<file path="src/rtl/udma_regs_pkg.sv">
package udma_regs_pkg;

  localparam int REG_W = 32;

  // register byte offsets
  localparam int OFF_CTRL = 0;
  localparam int OFF_CFG  = 4;
  localparam int OFF_OP   = 8;
  localparam int OFF_STAT = 12;

  // operation register
  localparam int OP_EN_B  = 0;
  localparam int OP_DIR_B = 1;

  // control register (fixed part)
  localparam int CTRL_CS0_B  = 0;
  localparam int CTRL_CS1_B  = 1;
  localparam int CTRL_DA_LSB = 2;
  localparam int CTRL_IRQ_B  = 9;

  // configuration register (fixed part)
  localparam int CFG_FLAG_W   = 4;
  localparam int CFG_MODE_LSB = 4;

  // status register
  localparam int ST_CODE_LSB = 0;
  localparam int ST_REQ_B    = 16;
  localparam int ST_IRQ_B    = 17;
  localparam int ST_BUSY_B   = 18;
  localparam int ST_NDO_B    = 24;
  localparam int ST_NDI_B    = 25;
  localparam int ST_N4X_B    = 26;
  localparam int ST_SEQ_B    = 31;

  typedef enum logic [1:0] {
    DST_IDLE   = 2'd0,
    DST_ACTIVE = 2'd1,
    DST_INTR   = 2'd2,
    DST_ERROR  = 2'd3
  } dma_state_e;

  typedef enum logic [1:0] {
    ARM_IDLE  = 2'd0,
    ARM_DIR   = 2'd1,
    ARM_READY = 2'd2
  } arm_state_e;

  typedef struct packed {
    logic n4x;
    logic ndi;
    logic ndo;
    logic busy;
    logic irq;
    logic req;
  } xfer_flags_t;

endpackage

</file>
<file path="src/rtl/udma_arm_seq.sv">
module udma_arm_seq
  import udma_regs_pkg::*;
(
  input  logic clk,
  input  logic rst,
  input  logic op_wr,
  input  logic op_rd,
  input  logic wr_en_bit,
  input  logic wr_dir_bit,
  output logic enable_q,
  output logic dir_q,
  output logic arm_ready,
  output logic seq_violation,
  output logic stop_req
);

  arm_state_e state_q;
  logic       accept;

  always_comb begin
    accept        = op_wr && wr_en_bit && (state_q == ARM_READY)
                    && (wr_dir_bit == dir_q) && !enable_q;
    seq_violation = op_wr && wr_en_bit && !accept;
    stop_req      = op_wr && !wr_en_bit && enable_q;
    arm_ready     = (state_q == ARM_READY);
  end

  always_ff @(posedge clk) begin
    if (rst) begin
      state_q  <= ARM_IDLE;
      enable_q <= 1'b0;
      dir_q    <= 1'b0;
    end else if (op_wr) begin
      if (!wr_en_bit) begin
        // direction step: also stops a running transfer
        enable_q <= 1'b0;
        dir_q    <= wr_dir_bit;
        state_q  <= ARM_DIR;
      end else begin
        state_q <= ARM_IDLE;
        if (accept) enable_q <= 1'b1;
      end
    end else if (op_rd && state_q == ARM_DIR) begin
      state_q <= ARM_READY;
    end
  end

endmodule

</file>
<file path="src/rtl/udma_status_cond.sv">
module udma_status_cond
  import udma_regs_pkg::*;
(
  input  logic        clk,
  input  logic        rst,
  input  xfer_flags_t flags_in,
  input  logic        intrq_in,
  output xfer_flags_t flags_q,
  output logic        intrq_q,
  output logic [1:0]  state_q
);

  function automatic dma_state_e condense(xfer_flags_t f, logic pin);
    if (f.ndo || f.ndi || f.n4x || f.irq) return DST_ERROR;
    else if (pin)                          return DST_INTR;
    else if (f.busy || f.req)              return DST_ACTIVE;
    else                                   return DST_IDLE;
  endfunction

  always_ff @(posedge clk) begin
    if (rst) begin
      flags_q <= '0;
      intrq_q <= 1'b0;
      state_q <= DST_IDLE;
    end else begin
      flags_q <= flags_in;
      intrq_q <= intrq_in;
      state_q <= condense(flags_in, intrq_in);
    end
  end

endmodule

</file>
<file path="src/rtl/udma_port_regs.sv">
module udma_port_regs
  import udma_regs_pkg::*;
#(
  parameter int MODE_W = 4,
  parameter int HOLD_W = 2,
  parameter int DA_W   = 3,
  localparam int RD_B     = CTRL_DA_LSB + DA_W,
  localparam int WR_B     = RD_B + 1,
  localparam int HOLD_LSB = CFG_MODE_LSB + MODE_W,
  localparam int CFG_TOP  = HOLD_LSB + HOLD_W - 1
)(
  input  logic              clk,
  input  logic              rst,
  input  logic              ctrl_wr,
  input  logic [WR_B:0]     ctrl_wdata,
  input  logic              force_idle,
  input  logic              cfg_wr,
  input  logic [CFG_TOP:0]  cfg_wdata,
  output logic [1:0]        cs_n_q,
  output logic [DA_W-1:0]   da_q,
  output logic              rd_n_q,
  output logic              wr_n_q,
  output logic [CFG_FLAG_W-1:0] flags_q,
  output logic [MODE_W-1:0] mode_q,
  output logic [HOLD_W-1:0] hold_q
);

  // device-bus control lines; a stop returns them to idle
  always_ff @(posedge clk) begin
    if (rst) begin
      cs_n_q <= 2'b11;
      da_q   <= '0;
      rd_n_q <= 1'b1;
      wr_n_q <= 1'b1;
    end else if (force_idle) begin
      cs_n_q <= 2'b11;
      rd_n_q <= 1'b1;
      wr_n_q <= 1'b1;
    end else if (ctrl_wr) begin
      cs_n_q <= {ctrl_wdata[CTRL_CS1_B], ctrl_wdata[CTRL_CS0_B]};
      da_q   <= ctrl_wdata[CTRL_DA_LSB +: DA_W];
      rd_n_q <= ctrl_wdata[RD_B];
      wr_n_q <= ctrl_wdata[WR_B];
    end
  end

  always_ff @(posedge clk) begin
    if (rst) begin
      flags_q <= '0;
      mode_q  <= '0;
      hold_q  <= '0;
    end else if (cfg_wr) begin
      flags_q <= cfg_wdata[CFG_FLAG_W-1:0];
      mode_q  <= cfg_wdata[CFG_MODE_LSB +: MODE_W];
      hold_q  <= cfg_wdata[HOLD_LSB +: HOLD_W];
    end
  end

endmodule

</file>
<file path="src/rtl/udma_opstat_regs.sv">
module udma_opstat_regs
  import udma_regs_pkg::*;
#(
  parameter int ADDR_W = 4,
  parameter int MODE_W = 4,
  parameter int HOLD_W = 2,
  parameter int DA_W   = 3
)(
  input  logic              clk,
  input  logic              rst,
  input  logic              wr_en,
  input  logic              rd_en,
  input  logic [ADDR_W-1:0] addr,
  input  logic [31:0]       wdata,
  output logic [31:0]       rdata,
  output logic              rvalid,
  input  logic              xfer_req,
  input  logic              xfer_irq,
  input  logic              xfer_busy,
  input  logic              err_out_short,
  input  logic              err_in_short,
  input  logic              err_not_x4,
  input  logic              dev_intrq,
  output logic              op_enable,
  output logic              op_to_device,
  output logic [1:0]        dma_state,
  output logic [1:0]        ata_cs_n,
  output logic [DA_W-1:0]   ata_da,
  output logic              ata_rd_n,
  output logic              ata_wr_n,
  output logic [3:0]        cfg_flags,
  output logic [MODE_W-1:0] cfg_mode,
  output logic [HOLD_W-1:0] cfg_hold
);

  localparam logic [ADDR_W-1:0] A_CTRL = ADDR_W'(OFF_CTRL);
  localparam logic [ADDR_W-1:0] A_CFG  = ADDR_W'(OFF_CFG);
  localparam logic [ADDR_W-1:0] A_OP   = ADDR_W'(OFF_OP);
  localparam logic [ADDR_W-1:0] A_STAT = ADDR_W'(OFF_STAT);
  localparam int RD_B     = CTRL_DA_LSB + DA_W;
  localparam int WR_B     = RD_B + 1;
  localparam int HOLD_LSB = CFG_MODE_LSB + MODE_W;
  localparam int CFG_TOP  = HOLD_LSB + HOLD_W - 1;

  logic        rd_go, wr_ctrl, wr_cfg, wr_op, wr_stat, rd_op;
  logic        arm_ready, seq_violation, stop_req, seq_err_q;
  xfer_flags_t flags_raw, flags_q;
  logic        intrq_q;
  logic [31:0] rd_word;
  wire         unused_ok = &{1'b0, wdata};

  // a write wins over a read in the same cycle
  always_comb begin
    rd_go   = rd_en && !wr_en;
    wr_ctrl = wr_en && (addr == A_CTRL);
    wr_cfg  = wr_en && (addr == A_CFG);
    wr_op   = wr_en && (addr == A_OP);
    wr_stat = wr_en && (addr == A_STAT);
    rd_op   = rd_go && (addr == A_OP);
  end

  udma_arm_seq u_arm (
    .clk          (clk),
    .rst          (rst),
    .op_wr        (wr_op),
    .op_rd        (rd_op),
    .wr_en_bit    (wdata[OP_EN_B]),
    .wr_dir_bit   (wdata[OP_DIR_B]),
    .enable_q     (op_enable),
    .dir_q        (op_to_device),
    .arm_ready    (arm_ready),
    .seq_violation(seq_violation),
    .stop_req     (stop_req)
  );

  udma_port_regs #(
    .MODE_W(MODE_W),
    .HOLD_W(HOLD_W),
    .DA_W  (DA_W)
  ) u_port (
    .clk       (clk),
    .rst       (rst),
    .ctrl_wr   (wr_ctrl),
    .ctrl_wdata(wdata[WR_B:0]),
    .force_idle(stop_req),
    .cfg_wr    (wr_cfg),
    .cfg_wdata (wdata[CFG_TOP:0]),
    .cs_n_q    (ata_cs_n),
    .da_q      (ata_da),
    .rd_n_q    (ata_rd_n),
    .wr_n_q    (ata_wr_n),
    .flags_q   (cfg_flags),
    .mode_q    (cfg_mode),
    .hold_q    (cfg_hold)
  );

  always_comb begin
    flags_raw.n4x  = err_not_x4;
    flags_raw.ndi  = err_in_short;
    flags_raw.ndo  = err_out_short;
    flags_raw.busy = xfer_busy;
    flags_raw.irq  = xfer_irq;
    flags_raw.req  = xfer_req;
  end

  udma_status_cond u_stat (
    .clk     (clk),
    .rst     (rst),
    .flags_in(flags_raw),
    .intrq_in(dev_intrq),
    .flags_q (flags_q),
    .intrq_q (intrq_q),
    .state_q (dma_state)
  );

  // sticky arming-order error, cleared by writing one
  always_ff @(posedge clk) begin
    if (rst)                          seq_err_q <= 1'b0;
    else if (seq_violation)           seq_err_q <= 1'b1;
    else if (wr_stat && wdata[ST_SEQ_B]) seq_err_q <= 1'b0;
  end

  always_comb begin
    rd_word = '0;
    case (addr)
      A_CTRL: begin
        rd_word[CTRL_CS0_B]              = ata_cs_n[0];
        rd_word[CTRL_CS1_B]              = ata_cs_n[1];
        rd_word[CTRL_DA_LSB +: DA_W]     = ata_da;
        rd_word[RD_B]                    = ata_rd_n;
        rd_word[WR_B]                    = ata_wr_n;
        rd_word[CTRL_IRQ_B]              = intrq_q;
      end
      A_CFG: begin
        rd_word[CFG_FLAG_W-1:0]          = cfg_flags;
        rd_word[CFG_MODE_LSB +: MODE_W]  = cfg_mode;
        rd_word[HOLD_LSB +: HOLD_W]      = cfg_hold;
      end
      A_OP: begin
        rd_word[OP_EN_B]                 = op_enable;
        rd_word[OP_DIR_B]                = op_to_device;
      end
      A_STAT: begin
        rd_word[ST_CODE_LSB +: 2]        = dma_state;
        rd_word[ST_REQ_B]                = flags_q.req;
        rd_word[ST_IRQ_B]                = flags_q.irq;
        rd_word[ST_BUSY_B]               = flags_q.busy;
        rd_word[ST_NDO_B]                = flags_q.ndo;
        rd_word[ST_NDI_B]                = flags_q.ndi;
        rd_word[ST_N4X_B]                = flags_q.n4x;
        rd_word[ST_SEQ_B]                = seq_err_q;
      end
      default: rd_word = '0;
    endcase
  end

  always_ff @(posedge clk) begin
    if (rst) begin
      rdata  <= '0;
      rvalid <= 1'b0;
    end else begin
      rvalid <= rd_go;
      if (rd_go) rdata <= rd_word;
    end
  end

endmodule

</file>
<file path="config.mk">
export PLATFORM = sky130hd
export DESIGN_NAME = udma_opstat_regs
export DESIGN_NICKNAME = d
export VERILOG_FILES = /design/src/rtl/udma_regs_pkg.sv /design/src/rtl/udma_arm_seq.sv /design/src/rtl/udma_status_cond.sv /design/src/rtl/udma_port_regs.sv /design/src/rtl/udma_opstat_regs.sv
export SDC_FILE = /design/constraint.sdc
export NUM_CORES = 1
export LEC_CHECK = 0
export BUFFER_PORTS_ARGS = -buffer_cell sky130_fd_sc_hd__buf_4
export CORE_MARGIN = 1
export CORE_UTILIZATION = 49
export DETAILED_ROUTE_END_ITERATION = 12
export GPL_TIMING_DRIVEN = 0
export PLACE_DENSITY = 0.86
export SLEW_MARGIN = 20
export SYNTH_ARGS = -nofsm -noshare
export SYNTH_HDL_FRONTEND = slang
export SYNTH_HIERARCHICAL = 1
export SYNTH_SLANG_ARGS = --single-unit
</file>
<file path="constraint.sdc">
create_clock -name clk -period 2.7 [get_ports clk]
set_input_delay 0.27 -clock clk [delete_from_list [all_inputs] [get_ports clk]]
set_output_delay 0.27 -clock clk [all_outputs]
set_load 0.02 [all_outputs]
</file>
; Word-level counts from Yosys, hierarchy flattened
; Cells that the tools add are included.
[op_classes]
n_eq_ne = 7
mux = 17
reduce_logical = 30
bitwise = 2
[ops]
columns = cell, count
row1 = logical AND 1 bit, 15
row2 = two-way mux 2 bit, 5
row3 = one-hot mux 5 bit (2 select lines), 1
row4 = "== test 4 bit, second input constant", 2
row5 = one-hot mux 2 bit (4 select lines), 1
row6 = two-way mux 1 bit, 7
row7 = two-way mux 3 bit, 2
row8 = AND reduction 2 bit, 3
row9 = "== test 4 x 3 -> 1 bit, second input constant", 1
row10 = zero test 1 bit, 4
row11 = zero test 4 bit, 1
row12 = logical OR 1 bit, 4
row13 = nonzero test 2 bit, 2
row14 = "== test 2 x 1 -> 1 bit, second input constant", 1
row15 = "== test 2 bit, second input constant", 1
row16 = "inequality test 2 x 1 -> 1 bit, second input constant", 1
row17 = NOT 1 bit, 2
row18 = one-hot mux 1 bit (2 select lines), 1
row19 = OR reduction 2 bit, 1
row20 = == test 1 bit, 1
[totals]
regBits = 49
elab_cells = 77

; Longest topological paths before layout
[depth]
depth_word = 9
depth_mapped = 8
ltp_nobuf = 7

; Hierarchy
; Netlist, hierarchy kept.
[by_module_without_submodules]
columns = mod, cells_each, n_inst, area_each_um2
row1 = udma_opstat_regs, 113, 1, 1017.2
row2 = udma_port_regs, 59, 1, 656.9
row3 = udma_status_cond, 21, 1, 255.2
row4 = udma_arm_seq, 22, 1, 195.2

; Least setup slack after synthesis
; OpenSTA, ideal clock, no wires.
[synth_path]
kind = in2reg
from = input port addr[1]
to = register u_port.da_q[2]
setup_time_ns = 0.116
path_slack_ns = 0.836
arrival_time_ns = 1.748
stages = 6
path_cell_list = or3b_4 -> nor3b_1 -> inv_1 -> nor3_1 -> nand4bb_1 -> o21ai_2
[synth_between]
elab_chain_len = 6
word_cells_on_any_way = 8
cone_classes = eq/ne: 1 / bitwise: 1 / reduce/logical: 6
[synth_rtl]
columns = item, line_no
row1 = "start, declared", udma_opstat_regs.sv:13  ; input logic [ADDR_W-1:0] addr,
row2 = == test 4 bit, udma_opstat_regs.sv:57  ; wr_op = wr_en && (addr == A_OP);
row3 = logical AND 1 bit, udma_opstat_regs.sv:57
row4 = net wr_op, udma_opstat_regs.sv:45  ; logic rd_go, wr_ctrl, wr_cfg, wr_op, wr_stat, rd_op;
row5 = logical AND 1 bit (2 in series), udma_arm_seq.sv:24  ; stop_req = op_wr && !wr_en_bit && enable_q;
row6 = net stop_req, udma_opstat_regs.sv:46  ; logic arm_ready, seq_violation, stop_req, seq_err_q;
row7 = NOT 1 bit (no source line), --
row8 = AND reduction 2 bit (no source line), --
row9 = "end signal, assigned", udma_port_regs.sv:41  ; da_q <= ctrl_wdata[CTRL_DA_LSB +: DA_W];
row10 = "end, declared", udma_port_regs.sv:20  ; output logic [DA_W-1:0] da_q,
; The timed path passes the listed nets, and every way through them passes these cells.
; A chain may end at the register's enable or synchronous reset.

; Final worst setup path
[layout_path]
from = input port addr[1]
to = register u_port.da_q[1]
; The elaborated chain is that of the path after synthesis.

==> results by group <==
Outcome
  • Status: finished clean

Clocking
  • CTS Hold Buffers Added: 0
  • CTS root buf: clkbuf_8
  • Clock-pin slew on the worst setup and hold paths: around 0.080 ns
  • Gates resized, CTS repair: 0
  • Clock Latency Late Sink: between 0.2 and 0.3 ns
  • Postcts setup bufs: 0
  • H-tree Lvls: 2
  • CTS tree: built
  • TritonCTS Sinks: 49
  • Clock Tree Buf Depth: 2
  • Num CTS Buffers: 5

Layout
  • Share of post-route cells with drive strength above 1: a little over a third
  • Final Util: 68.3%
  • Antenna cells: 0
  • Register area: roughly 980 um^2
  • Area Overhead vs Synth: 31.4%
  • Multi-input logic area: 983 um^2
  • # fillers: around 350
  • Nets: roughly 350

Worst hold path
  • Hold WC Path Type: input port to flip-flop

Logic synthesis
  • Synth Instances: ~220
  • Top_reg_cell synth: dfxtp_1
  • Top cell type's share of synthesized area: 46.2%
  • Ys Warns: 6
  • Seq/Total Area, Yosys: a little under half
  • Post-synth cell types: 39
  • Async set-reset flop share out of synthesis: 0%
  • Seq cells post-synth: between 40 and 50
  • Number of synthesized flops with an enable pin: 0
  • Area leader, netlist: dfxtp_1
  • Mapped cell area: ~2100 um^2
  • Synth top area cells: dfxtp_1 46%, mux2i_1 7.5%, buf_4 6.4%
  • Synth Area per Inst: a little under 10 um^2
  • Most common cell in the netlist: dfxtp_1
  • Synth cell count leaders: 49 x dfxtp_1, 24 x nor2_1, 18 x buf_4

Setup path
  • Crit path capture type: flip-flop
  • Type of origin of the critical path: input port
  • CP max FO: 5
  • WP data required: slightly below 3 ns
  • Worst EP arrival: roughly 2.3 ns
  • Crit Path Category: input port to flip-flop

Power and ir drop
  • VDD IR-drop max: 0.266 mV
  • Leak Pwr: 1.20 nW
  • PD cells: ~470 nW/um^2

STA
  • Max-slew violations: 0
  • Final Hold Viols: 0
  • Endpoints failing setup: 0
  • Period utilization: about four fifths
  • Post-route setup TNS: 0 ns
  • PnR worst setup slack: ~0.58 ns
  • Fmax: roughly 0.47 GHz
  • Layout Skew: about 0.0032 ns
  • RSZ-0062 raised after global routing: no
  • Worst slew margin: between 50% and 60%
  • Period minus WS final: 2.12 ns
  • Least-Margin Pin Slew: 0.711 ns

Detailed routing
  • Routed vias: 1765
  • DRT Pass-1 Iters: 4
  • Post-route antenna net violation count: 0
  • Drt total wl: between 4000 and 5000 um
  • Post-route DRC: 0
  • First DRT Iteration DRCs: between 60 and 70
  • Routed vias/inst: roughly 5.0
  • WL per Instance: about 14 um

Die
  • Die H: just under 70 um
  • Initial Util: approximately half
  • Core area: 4090 um^2
  • Die Area: 4600 um^2
  • Row count: 23
  • I/O pin count: roughly 100
  • Die W: 67.8 um

Global route
  • Vias in the first global route: 1636
  • Initial antenna violation count: 0
  • First-pass GRT wire length: ~7500 um
  • Global route total overflow: 0
  • Largest net degree at the start of global routing: 24
  • Tot GR Track Use: 22.2%

Placed design
  • GP Congestion: approximately 0.75
  • Dpl ws: slightly below 0.4 ns
  • Post-DP HPWL: 3580 um
  • # port buffers: 63

Flow run
  • Max Cap Viol: 0
[cells in the final DEF, fill, tap and decap left out, drive strengths merged, types with 2 or more instances in the layout]
cell type,instances
a32oi,7
nor2b,9
nor2,24
nand4bb,3
clkbuf,12
nand2,14
mux2i,16
buf,86
mux2,7
dfxtp,49
nor3b,2
inv,5
conb,15
o21ai,4
nor3,4
nand3,6
nand4,2
a21oi,13
nand2b,6
and3,2
[registers in the layout (all words and copies together), names as in the netlist]
name,flops
u_port/da_q,3
u_port/hold_q,2
u_arm/state_q,2
rdata,17
rvalid,1
u_port/mode_q,4
u_port/rd_n_q,1
u_port/flags_q,4
u_stat/intrq_q,1
u_stat/state_q,2
u_arm/dir_q,1
u_port/cs_n_q,2
u_port/wr_n_q,1
u_arm/enable_q,1
seq_err_q,1
u_stat/flags_q,6
[cell type report]
type                       count  area share (%)
timing repair buffer          63            16.9
clock buffer                   8            2.87
sequential                    49            35.1
multi-input combinational    148            35.2
inverter                       5           0.672
buffer                        27            6.94
tap                           50            2.24
[worst max-delay path, cell delays in order]
cell and delay, ns:
buf_4 0.13, or3b_4 0.42, nor3b_1 0.48, inv_1 0.11, nor3_1 0.57, nand4bb_1 0.25
o21ai_2 0.07
[per-layer routing]
layer / vias to the layer above / routed length, um / global-route usage, %
met5: - / 0 / 0
met4: 0 / 63 / 8.85
li1: 876 / - / -
met3: 7 / 311 / 5.67
met1: 822 / 2020 / 26.9
met2: 60 / 2410 / 37.5
[through the flow]
stage / instances / instance area, um^2 / total power [mW] / hold slack [ns]
floorplan: 229 / 2180 / 0.858 / 0.337
global placement: 342 / 2710 / 0.920 / 0.449
detailed placement: 342 / 2710 / 0.923 / 0.455
CTS: 350 / 2790 / 1.31 / 0.194
global route: 350 / 2790 / 1.36 / 0.196
finish: 350 / 2790 / 1.31 / 0.199
[final timing paths]
path,depth (start not counted),from,end,slack (ns)
setup / recovery,7,addr[1],u_port/da_q[1],0.58
hold / removal,2,xfer_req,u_stat/flags_q[0],0.20
setup reg to reg,4,u_arm/enable_q,u_port/da_q[1],1.22
hold reg to reg,2,rdata[8],rdata[8],0.46
[report_power, final]
part | internal, mW | switching, mW
Combinational | 0.0773 | 0.0890
Sequential | 0.735 | 0.00614
Clock | 0.184 | 0.217
[logic make-up (layout without fill, tap and decap cells)]
logic type	after synthesis	after routing	share of synthesized area (%)
and+or+nand+nor	78	78	21.1
DFF	49	49	46.2
buffers and inverters	32	103	10.0
AOI/OAI and AO/OA	30	30	9.78
muxes	24	24	12.3
other	1	15	0.177
xor gates and xnor gates	1	1	0.412
No activity file was read; power rests on OpenSTA's default activity.
